## config.mk

```make
export PLATFORM = sky130hd
export DESIGN_NAME = display_latch_seq
export DESIGN_NICKNAME = d
export VERILOG_FILES = /design/src/rtl/display_latch_seq.sv
export SDC_FILE = /design/constraint.sdc
export NUM_CORES = 1
export LEC_CHECK = 0
export CAP_MARGIN = 15
export CORE_UTILIZATION = 60
export DETAILED_ROUTE_END_ITERATION = 10
export PLACE_DENSITY_LB_ADDON = 0.08
export SLEW_MARGIN = 20
export SYNTH_ARGS = -nofsm -noshare
export SYNTH_HDL_FRONTEND = slang
export SYNTH_SLANG_ARGS = --single-unit
export TNS_END_PERCENT = 1
```

## constraint.sdc

```tcl
create_clock -name clk -period 8.2 [get_ports clk]
set_clock_uncertainty 0.05 [all_clocks]
set_input_delay 1.64 -clock clk [delete_from_list [all_inputs] [get_ports clk]]
set_output_delay 1.64 -clock clk [all_outputs]
set_load 0.01 [all_outputs]
```

## src/rtl/display_latch_seq.sv

```systemverilog
module display_latch_seq #(
  parameter int NBANK = 5,
  parameter int NDIG  = 6,
  parameter int CW    = 4
) (
  input  logic       clk,
  input  logic       rst_n,
  input  logic       enable_n,
  input  logic       strobe_we,
  input  logic [7:0] strobe_data,
  input  logic       data_we,
  input  logic [7:0] data_port,
  input  logic       ind_ctl,
  output logic       ind_out,
  input  logic [2:0] rd_bank,
  input  logic [2:0] rd_digit,
  output logic [6:0] rd_seg
);
  localparam logic [CW-1:0] CMAX = {CW{1'b1}};

  logic [6:0]    segs [NBANK][NDIG];
  logic [CW-1:0] cnt;
  logic [2:0]    digit;
  logic [3:0]    nib;

  logic          act_s, act_d;
  logic [2:0]    digit_nx;
  logic [CW-1:0] cnt_mid, cnt_post;

  function automatic logic [6:0] bcd7(input logic [3:0] v);
    case (v)
      4'd0: bcd7 = 7'h3F;  4'd1: bcd7 = 7'h06;
      4'd2: bcd7 = 7'h5B;  4'd3: bcd7 = 7'h4F;
      4'd4: bcd7 = 7'h66;  4'd5: bcd7 = 7'h6D;
      4'd6: bcd7 = 7'h7D;  4'd7: bcd7 = 7'h07;
      4'd8: bcd7 = 7'h7F;  4'd9: bcd7 = 7'h6F;
      default: bcd7 = 7'h00;
    endcase
  endfunction

  function automatic logic [CW-1:0] sat_inc(input logic [CW-1:0] c);
    sat_inc = (c == CMAX) ? CMAX : c + 1'b1;
  endfunction

  assign act_s = strobe_we && !enable_n;
  assign act_d = data_we && !enable_n;
  assign ind_out = ~ind_ctl;

  always_comb begin
    digit_nx = digit;
    if (act_s)
      for (int i = 7; i >= 2; i--)
        if (strobe_data[i]) digit_nx = 3'(7 - i);
  end

  assign cnt_mid  = act_s ? sat_inc(cnt) : cnt;
  assign cnt_post = sat_inc(cnt_mid);

  always_ff @(posedge clk) begin
    if (!rst_n) begin
      cnt   <= '0;
      digit <= '0;
      nib   <= '0;
      for (int b = 0; b < NBANK; b++)
        for (int d = 0; d < NDIG; d++)
          segs[b][d] <= '0;
    end else if (enable_n) begin
      cnt <= '0;
    end else begin
      digit <= digit_nx;
      if (act_d) begin
        cnt <= cnt_post;
        nib <= data_port[7:4];
        if (cnt_mid == CW'(3))
          segs[0][digit_nx] <= bcd7(nib);
        for (int b = 1; b < NBANK; b++)
          if (cnt_post == CW'(2 + 2 * b))
            segs[b][digit_nx] <= bcd7(data_port[7:4]);
      end else begin
        cnt <= cnt_mid;
      end
    end
  end

  assign rd_seg = (int'(rd_bank) < NBANK && int'(rd_digit) < NDIG)
                  ? segs[rd_bank][rd_digit] : 7'h00;

  assert_hold_R1: assert property (@(posedge clk) disable iff (!rst_n)
    enable_n |=> (cnt == '0) && $stable(digit) && $stable(nib));
  assert_keep_digit_R3: assert property (@(posedge clk) disable iff (!rst_n)
    (!enable_n && strobe_we && strobe_data[7:2] == 6'd0) |=> $stable(digit));
  assert_count_step_R4: assert property (@(posedge clk) disable iff (!rst_n)
    (!enable_n && data_we && !strobe_we && cnt != CMAX) |=> cnt == $past(cnt) + 1'b1);
  assert_saturate_R8: assert property (@(posedge clk) disable iff (!rst_n)
    (!enable_n && cnt == CMAX) |=> cnt == CMAX);
  assert_latch_R5: assert property (@(posedge clk) disable iff (!rst_n)
    (!enable_n && data_we) |=> nib == $past(data_port[7:4]));
endmodule

```

==> results.py, run 1 <==
metrics = {
    "run_status": {
        "outcome": "finished, violations left",
        "failed_checks": "DRC",
    },
    "finish": {
        "num-nets-final": 882,
        "final_layout_size_suffix_gt1_share_pct": 16.1,
        "flow.area_growth_from_synthesis_pct": 11.2,
        "finalCoreUtilization_pct": 68.9,
        "mostFrequentLayoutCells": "sky130_fd_sc_hd__edfxtp_1 (210), sky130_fd_sc_hd__nor3_1 (120), sky130_fd_sc_hd__mux4_2 (53)",
        "antenna-diode-count": 0,
        "layout.cells.most_common": "sky130_fd_sc_hd__edfxtp_1",
    },
    "synth": {
        "synthCells": 843,
        "avgSynthCellArea_sq_um": 13.3,
        "synth_compound_area_share_pct": 5.83,
        "synth_cell_types": 62,
        "synth_sequential_area_ratio_pct": 59.3,
        "yosys.area_share.simple_pct": 16.1,
        "dominant_combinational_cell_family_by_area_after_synthesis": "simple AND/OR/NAND/NOR gates",
        "async_reset_ff_share_pct": 0,
        "synth_nets": 885,
        "mappedNetlistArea_sq_um": 11200,
        "synth-edff-count": 210,
        "yosys_warnings": 0,
        "synth-adder-area-share_pct": 1.56,
        "synthFlopType": "sky130_fd_sc_hd__edfxtp_1",
        "synth-xor-area-share_pct": 0.312,
        "post_synthesis_mux_area_share_pct": 13.2,
        "synth-seq-cells": 228,
    },
    "timing": {
        "setup_violations": 0,
        "finalWorstPathRequiredPeriod_ns": 6.30,
        "rsz0062_at_grt": "false",
        "setup_tns_ns": 0,
        "fmax_ghz": 0.159,
        "slew_violations": 0,
        "max_slew_margin_pct": 23.9,
        "finalHoldViolations": 0,
        "slew_of_the_pin_with_the_lowest_slew_margin_ns": 1.13,
        "layout_worst_path_cycle_share_pct": 76.8,
    },
    "grt": {
        "grt.busiest_layer": "met2",
        "grt_pass1_wl_mm": 42.1,
        "gr-total-overflow": 0,
        "grt_start_max_net_pins": 97,
        "grt.total_usage_pct": 29.1,
        "number_of_global_route_vias_before_repair": 7377,
        "grt_util_met3_pct": 4.18,
        "grt_antenna_before_repair": 0,
        "groute.layer.met2.usage_pct": 49.3,
        "grtUsageMet1_pct": 39.2,
    },
    "clock_tree": {
        "clk_transition_reported_paths_ns": 0.06,
        "post_cts_resized": 0,
        "cts-root-to-sink-buffers": 3,
        "cts.root.buffer_cell": "sky130_fd_sc_hd__clkbuf_16",
        "post_cts.repair.setup_buffers": 0,
        "cts_buffers": 24,
        "clock_sink_count": 228,
        "h-tree-depth": 1,
        "cts_tree": "built",
        "cts_hold_buffers": 0,
        "worstSkewPairLatency_ns": 0.51,
    },
    "detailed_routing": {
        "number_of_drc_violations_after_detailed_routing": 2,
        "wl_mm": 27.2,
        "vias_per_cell": 6.92,
        "post_drt_wl_per_cell_um": 25.0,
        "number_of_drc_violations_after_detailed_routing_iteration_0": 905,
        "dr_total_vias": 7524,
        "postRouteAntennaNets": 0,
        "firstDrtPassIters": 8,
    },
    "floorplan": {
        "floorplan.initialDensity_pct": 62.0,
        "die_y_um": 139,
        "rows": 49,
        "io-pin-count": 36,
        "die-width_um": 139,
        "fp.dieArea_sq_um": 19300,
        "core-area_sq_um": 18100,
    },
    "flow_run": {
        "max_cap_viol_count": 0,
    },
    "setup_path": {
        "crit_path_cell_trace": "clkdlybuf4s50_1, nor2b_1, and3_1, nor2_1, ha_1, nor4_4, nand3_2, o31ai_1",
        "timing.critical_path.fanout_max": 32,
        "max_stage_delay_ns": 1.09,
        "crit_start": "strobe_we",
        "cp_data_arrival_time_ns": 6.37,
        "timing.critical_path.required_ns": 8.27,
        "critPathSlowestCell": "sky130_fd_sc_hd__o31ai_1",
        "worst-setup-path-type": "in -> reg",
        "end_kind": "flip-flop",
        "rr_startpoint": "cnt[0]",
        "start_kind": "input pin",
    },
    "place": {
        "dp_hpwl_mm": 17.8,
        "global_placement_routability_congestion": 0.926,
        "count_of_input_and_output_buffers": 29,
    },
    "min_path": {
        "hold_crit_class": "reg -> reg",
        "worst_hold_startpoint": "nib[0]",
    },
    "power": {
        "powerDensity_nw_per_um2": 221,
        "ir_drop_v": 0.000201,
        "cellLeakagePower_nw": 4.27,
    },
}
==> metrics by stage <==
step	area [sq um]	std cells	setup slack, ns	power, mW	hold WS (ns)
4_1_cts	12500	1087	1.90	2.76	0.475
3_5_place_dp	11600	1043	1.50	1.59	0.459
5_1_grt	12500	1087	1.67	2.83	0.512
2_1_floorplan	11200	843	3.14	1.49	0.429
6_report	12500	1087	1.90	2.76	0.475
3_3_place_gp	11600	1043	1.69	1.58	0.453
==> path summary, 6_finish.rpt <==
check	to	slack (ns)	cells past startpoint
max	segs[1][7]	1.90	8
max reg2reg	segs[1][7]	3.29	8
min reg2reg	nib[0]	0.48	2
min	nib[0]	0.48	2
==> routing by layer <==
layer | vias up | share of wire (%)
met1 | 3719 | 38
met5 | - | 0
met3 | 53 | 8.9
met2 | 439 | 50
met4 | 0 | 2.8
li1 | 3313 | -
==> critical path: cells and delay by family <==
| kind | cells | cell delay [ns] |
|---|---|---|
| buffers and inverters | 1 | 0.56 |
| AND/OR/NAND/NOR | 5 | 2.69 |
| adder cells (fa/ha/maj) | 1 | 0.38 |
| AO/OA/AOI/OAI | 1 | 1.09 |
==> cells by family (layout without fill, tap and decap cells) <==
kind of cell	Yosys count	count (layout)
XOR/XNOR	4	4
multiplexers	82	82
AO/OA/AOI/OAI	99	99
buffers and inverters	90	105
flip-flops	228	228
adder cells (fa/ha/maj)	14	14
AND/OR/NAND/NOR	326	326
==> flip-flops by register name, indices dropped and copies added, names as in the netlist, named ones only <==
signal and count:
cnt 4, digit 3, nib 4, segs 210
==> report_power, final <==
group          switching, mW  total (mW)  internal (mW)
Clock                  0.455        1.19          0.737
Combinational          0.150       0.233         0.0826
Sequential            0.0264        1.33           1.31
==> cells in the mapped netlist, types with 18 or more instances <==
cell	count	area share, %
sky130_fd_sc_hd__edfxtp_1	210	56
sky130_fd_sc_hd__nor3_1	120	5.3
sky130_fd_sc_hd__mux4_2	53	11
sky130_fd_sc_hd__nor4_1	48	2.7
sky130_fd_sc_hd__clkbuf_1	44	1.5
sky130_fd_sc_hd__and2_1	43	2.4
sky130_fd_sc_hd__o21ai_0	36	1.6
sky130_fd_sc_hd__nand2_1	29	0.97
sky130_fd_sc_hd__mux2i_1	28	2.5
sky130_fd_sc_hd__nor2_1	19	0.63
sky130_fd_sc_hd__dfxtp_1	18	3.2
sky130_fd_sc_hd__inv_1	18	0.60
==> final cells by class <==
| type | count | area, sq um |
|---|---|---|
| sequential | 228 | 6670 |
| fill | 1237 | 5650 |
| multi-input combinational | 525 | 4200 |
| clock buffer | 29 | 661 |
| timing repair buffer | 43 | 393 |
| tap | 229 | 287 |
| clock inverter | 15 | 226 |
| inverter | 18 | 67.6 |
(Power assumes the default switching activity.)
==> run 2: changes to the inputs <==
- CORE_UTILIZATION: 60 -> 56
- clock period: 8.2 -> 5.2 ns (I/O delays scaled with it)
==> run 2 against run 1 <==
The flow now finishes without violations. Combinational power increased by 68%. Worst hold slack improved by 0.011 ns. Critical path depth decreased by 1.
==> results.py, run 2 (synthesized netlist as in run 1, its figures left out) <==
metrics = {
    "grt": {
        "grt_pass1_wl_mm": 43.3,
        "number_of_global_route_vias_before_repair": 7544,
        "grt.total_usage_pct": 28.9,
        "gr-total-overflow": 0,
        "grt_antenna_before_repair": 2,
        "grt_start_max_net_pins": 45,
    },
    "setup_path": {
        "worst-setup-path-type": "in -> out",
        "critical_path.n_buffers_inverters": 3,
        "worst-r2r-setup-slack_ns": 1.17,
        "timing.critical_path.fanout_max": 26,
        "rr_worst_depth": 11,
        "regToRegEndpoint": "segs[2][9]",
        "crit_path_cell_trace": "buf_2, buf_4, mux4_2, mux4_2, nand2_1, nand2_1, clkdlybuf4s50_1",
        "start_kind": "input pin",
        "rr_startpoint": "cnt[0]",
        "timing.critical_path.required_ns": 4.11,
        "worst_path_dominant_cell_family": "buffers and inverters",
        "end_kind": "output pin",
        "cp_data_arrival_time_ns": 3.70,
        "critPathSlowestCell": "sky130_fd_sc_hd__buf_2",
        "max_stage_delay_ns": 0.69,
    },
    "power": {
        "p_switching_uw": 955,
        "powerDensity_nw_per_um2": 318,
        "ir_drop_v": 0.000213,
        "netSwitchingFraction_pct": 23.4,
        "seq_power_share_pct": 51.5,
        "clock_power_share_pct": 39.0,
        "p_int_mw": 3.12,
        "cellLeakagePower_nw": 4.47,
        "power.combinational.fraction_pct": 9.6,
    },
    "clock_tree": {
        "cts_buffers": 23,
        "cts_hold_buffers": 0,
        "worstSkewPairLatency_ns": 0.52,
        "cts-root-to-sink-buffers": 3,
        "clock_sink_count": 228,
        "clk_transition_reported_paths_ns": 0.06,
        "post_cts.repair.setup_buffers": 0,
        "h-tree-depth": 1,
        "post_cts_resized": 0,
        "cts.root.buffer_cell": "sky130_fd_sc_hd__clkbuf_16",
        "cts_tree": "built",
    },
    "finish": {
        "number_of_flip_flops_under_the_largest_register_name": 210,
        "layout.cells.most_common": "sky130_fd_sc_hd__edfxtp_1",
        "largestRegisters": "segs (210), cnt (4), nib (4)",
        "final_layout_size_suffix_gt1_share_pct": 20.2,
        "flow.area_growth_from_synthesis_pct": 14.0,
        "finalCoreUtilization_pct": 65.4,
        "antenna-diode-count": 0,
        "stdcell_area_sq_um": 12800,
        "mostFrequentLayoutCells": "sky130_fd_sc_hd__edfxtp_1 (210), sky130_fd_sc_hd__nor3_1 (120), sky130_fd_sc_hd__buf_4 (67)",
        "largest-register": "segs",
        "num-nets-final": 936,
    },
    "floorplan": {
        "floorplan.initialDensity_pct": 57.4,
        "core-area_sq_um": 19600,
        "io-pin-count": 36,
        "die-width_um": 144,
        "fp.dieArea_sq_um": 20600,
        "rows": 51,
        "die_y_um": 144,
    },
    "min_path": {
        "hold_path_depth": 2,
        "hold_crit_class": "reg -> reg",
        "worst_hold_startpoint": "nib[0]",
        "whs_endpoint": "nib[0]",
    },
    "place": {
        "global_placement_routability_congestion": 0.898,
        "count_of_input_and_output_buffers": 29,
        "dp_hpwl_mm": 19.1,
        "dpl_cell_area_sq_um": 12100,
    },
    "timing": {
        "max_slew_margin_pct": 31.2,
        "fmax_ghz": 0.209,
        "setup_violations": 0,
        "finalHoldViolations": 0,
        "setup_tns_ns": 0,
        "rsz0062_at_grt": "false",
        "slew_of_the_pin_with_the_lowest_slew_margin_ns": 1.03,
        "finalWorstPathRequiredPeriod_ns": 4.79,
        "slew_violations": 0,
        "layout_worst_path_cycle_share_pct": 92.1,
    },
    "detailed_routing": {
        "postRouteAntennaNets": 0,
        "vias_per_cell": 6.46,
        "post_drt_wl_per_cell_um": 24.2,
        "firstDrtPassIters": 5,
        "number_of_drc_violations_after_detailed_routing_iteration_0": 865,
        "dr_total_vias": 7595,
        "wl_mm": 28.5,
        "number_of_drc_violations_after_detailed_routing": 0,
    },
    "flow_run": {
        "max_cap_viol_count": 0,
    },
    "run_status": {
        "outcome": "completed",
    },
}
[run 2: cell count changes in the layout (fill, tap and decap cells not counted), moves of 2 or more]
| cell | before | now |
|---|---|---|
| sky130_fd_sc_hd__clkbuf_1 | 2 | 5 |
| sky130_fd_sc_hd__o21ai_1 | 6 | 0 |
| sky130_fd_sc_hd__clkinv_4 | 4 | 0 |
| sky130_fd_sc_hd__buf_4 | 13 | 67 |
| sky130_fd_sc_hd__clkinvlp_4 | 3 | 0 |
| sky130_fd_sc_hd__clkbuf_8 | 2 | 4 |
| sky130_fd_sc_hd__clkbuf_16 | 25 | 23 |
| sky130_fd_sc_hd__clkinv_2 | 2 | 4 |
| sky130_fd_sc_hd__bufinv_16 | 5 | 1 |
| sky130_fd_sc_hd__clkinv_1 | 0 | 3 |
| sky130_fd_sc_hd__o21ai_0 | 30 | 36 |
[run 2: how the worst max path moves through the flow]
stage                from           to  slack [ns]  depth (start not counted)
6_report       rd_bank[0]    rd_seg[5]        0.41                          7
5_1_grt        rd_bank[0]    rd_seg[5]        0.23                          7
4_1_cts        rd_bank[0]    rd_seg[5]        0.35                          7
3_5_place_dp    strobe_we  segs[2][10]        0.12                         11
3_3_place_gp    strobe_we  segs[2][13]        0.35                         11
2_1_floorplan   strobe_we   segs[2][0]        1.10                          9
[run 2: layer usage]
metal	wire length (um)	global-route usage, %	up-vias	part of all wire, %
li1	-	-	3418	-
met4	650	9.07	0	2.3
met3	2380	3.50	41	8.4
met1	10900	37.9	3754	38
met2	14600	50.4	382	51
met5	0	0	-	0
[run 2: area by class of cell]
class	instances	area, sq um
Fill cell	1436	6770
Tap cell	265	332
Inverter	18	67.6
Sequential cell	228	6670
Multi-Input combinational cell	525	4220
Clock buffer	32	649
Clock inverter	9	70.1
Timing Repair Buffer	98	818
[run 2: worst register-to-register path, cell delays in order, from the launching register on]
cell and delay [ns]:
sky130_fd_sc_hd__dfxtp_1 0.45, sky130_fd_sc_hd__ha_1 0.28, sky130_fd_sc_hd__nand3b_1 0.13, sky130_fd_sc_hd__a21boi_0 0.48
sky130_fd_sc_hd__o21ai_0 0.24, sky130_fd_sc_hd__ha_1 0.42, sky130_fd_sc_hd__nand3_1 0.14, sky130_fd_sc_hd__a2111oi_1 0.56
sky130_fd_sc_hd__buf_4 0.21, sky130_fd_sc_hd__nand3_1 0.25, sky130_fd_sc_hd__o21ai_0 0.32, sky130_fd_sc_hd__buf_4 0.21
[run 2: per-stage QoR]
| step | worst slack, ns | cells | hold WS (ns) | total power, mW |
|---|---|---|---|---|
| finish | 0.411 | 1175 | 0.486 | 4.08 |
| detailed placement | 0.119 | 1134 | 0.473 | 2.52 |
| global route | 0.230 | 1175 | 0.530 | 4.19 |
| CTS | 0.350 | 1175 | 0.491 | 4.09 |
| floorplan | 1.10 | 843 | 0.429 | 2.35 |
| global placement | 0.348 | 1134 | 0.455 | 2.51 |
[run 2: power by group through the flow]
stage	combinational [mW]	sequential, mW	clock, mW
final	0.391	2.10	1.59
after global routing	0.415	2.10	1.67
after CTS	0.388	2.10	1.61
after detailed placement	0.387	2.14	0
after global placement	0.376	2.13	0
after floorplan	0.240	2.11	0
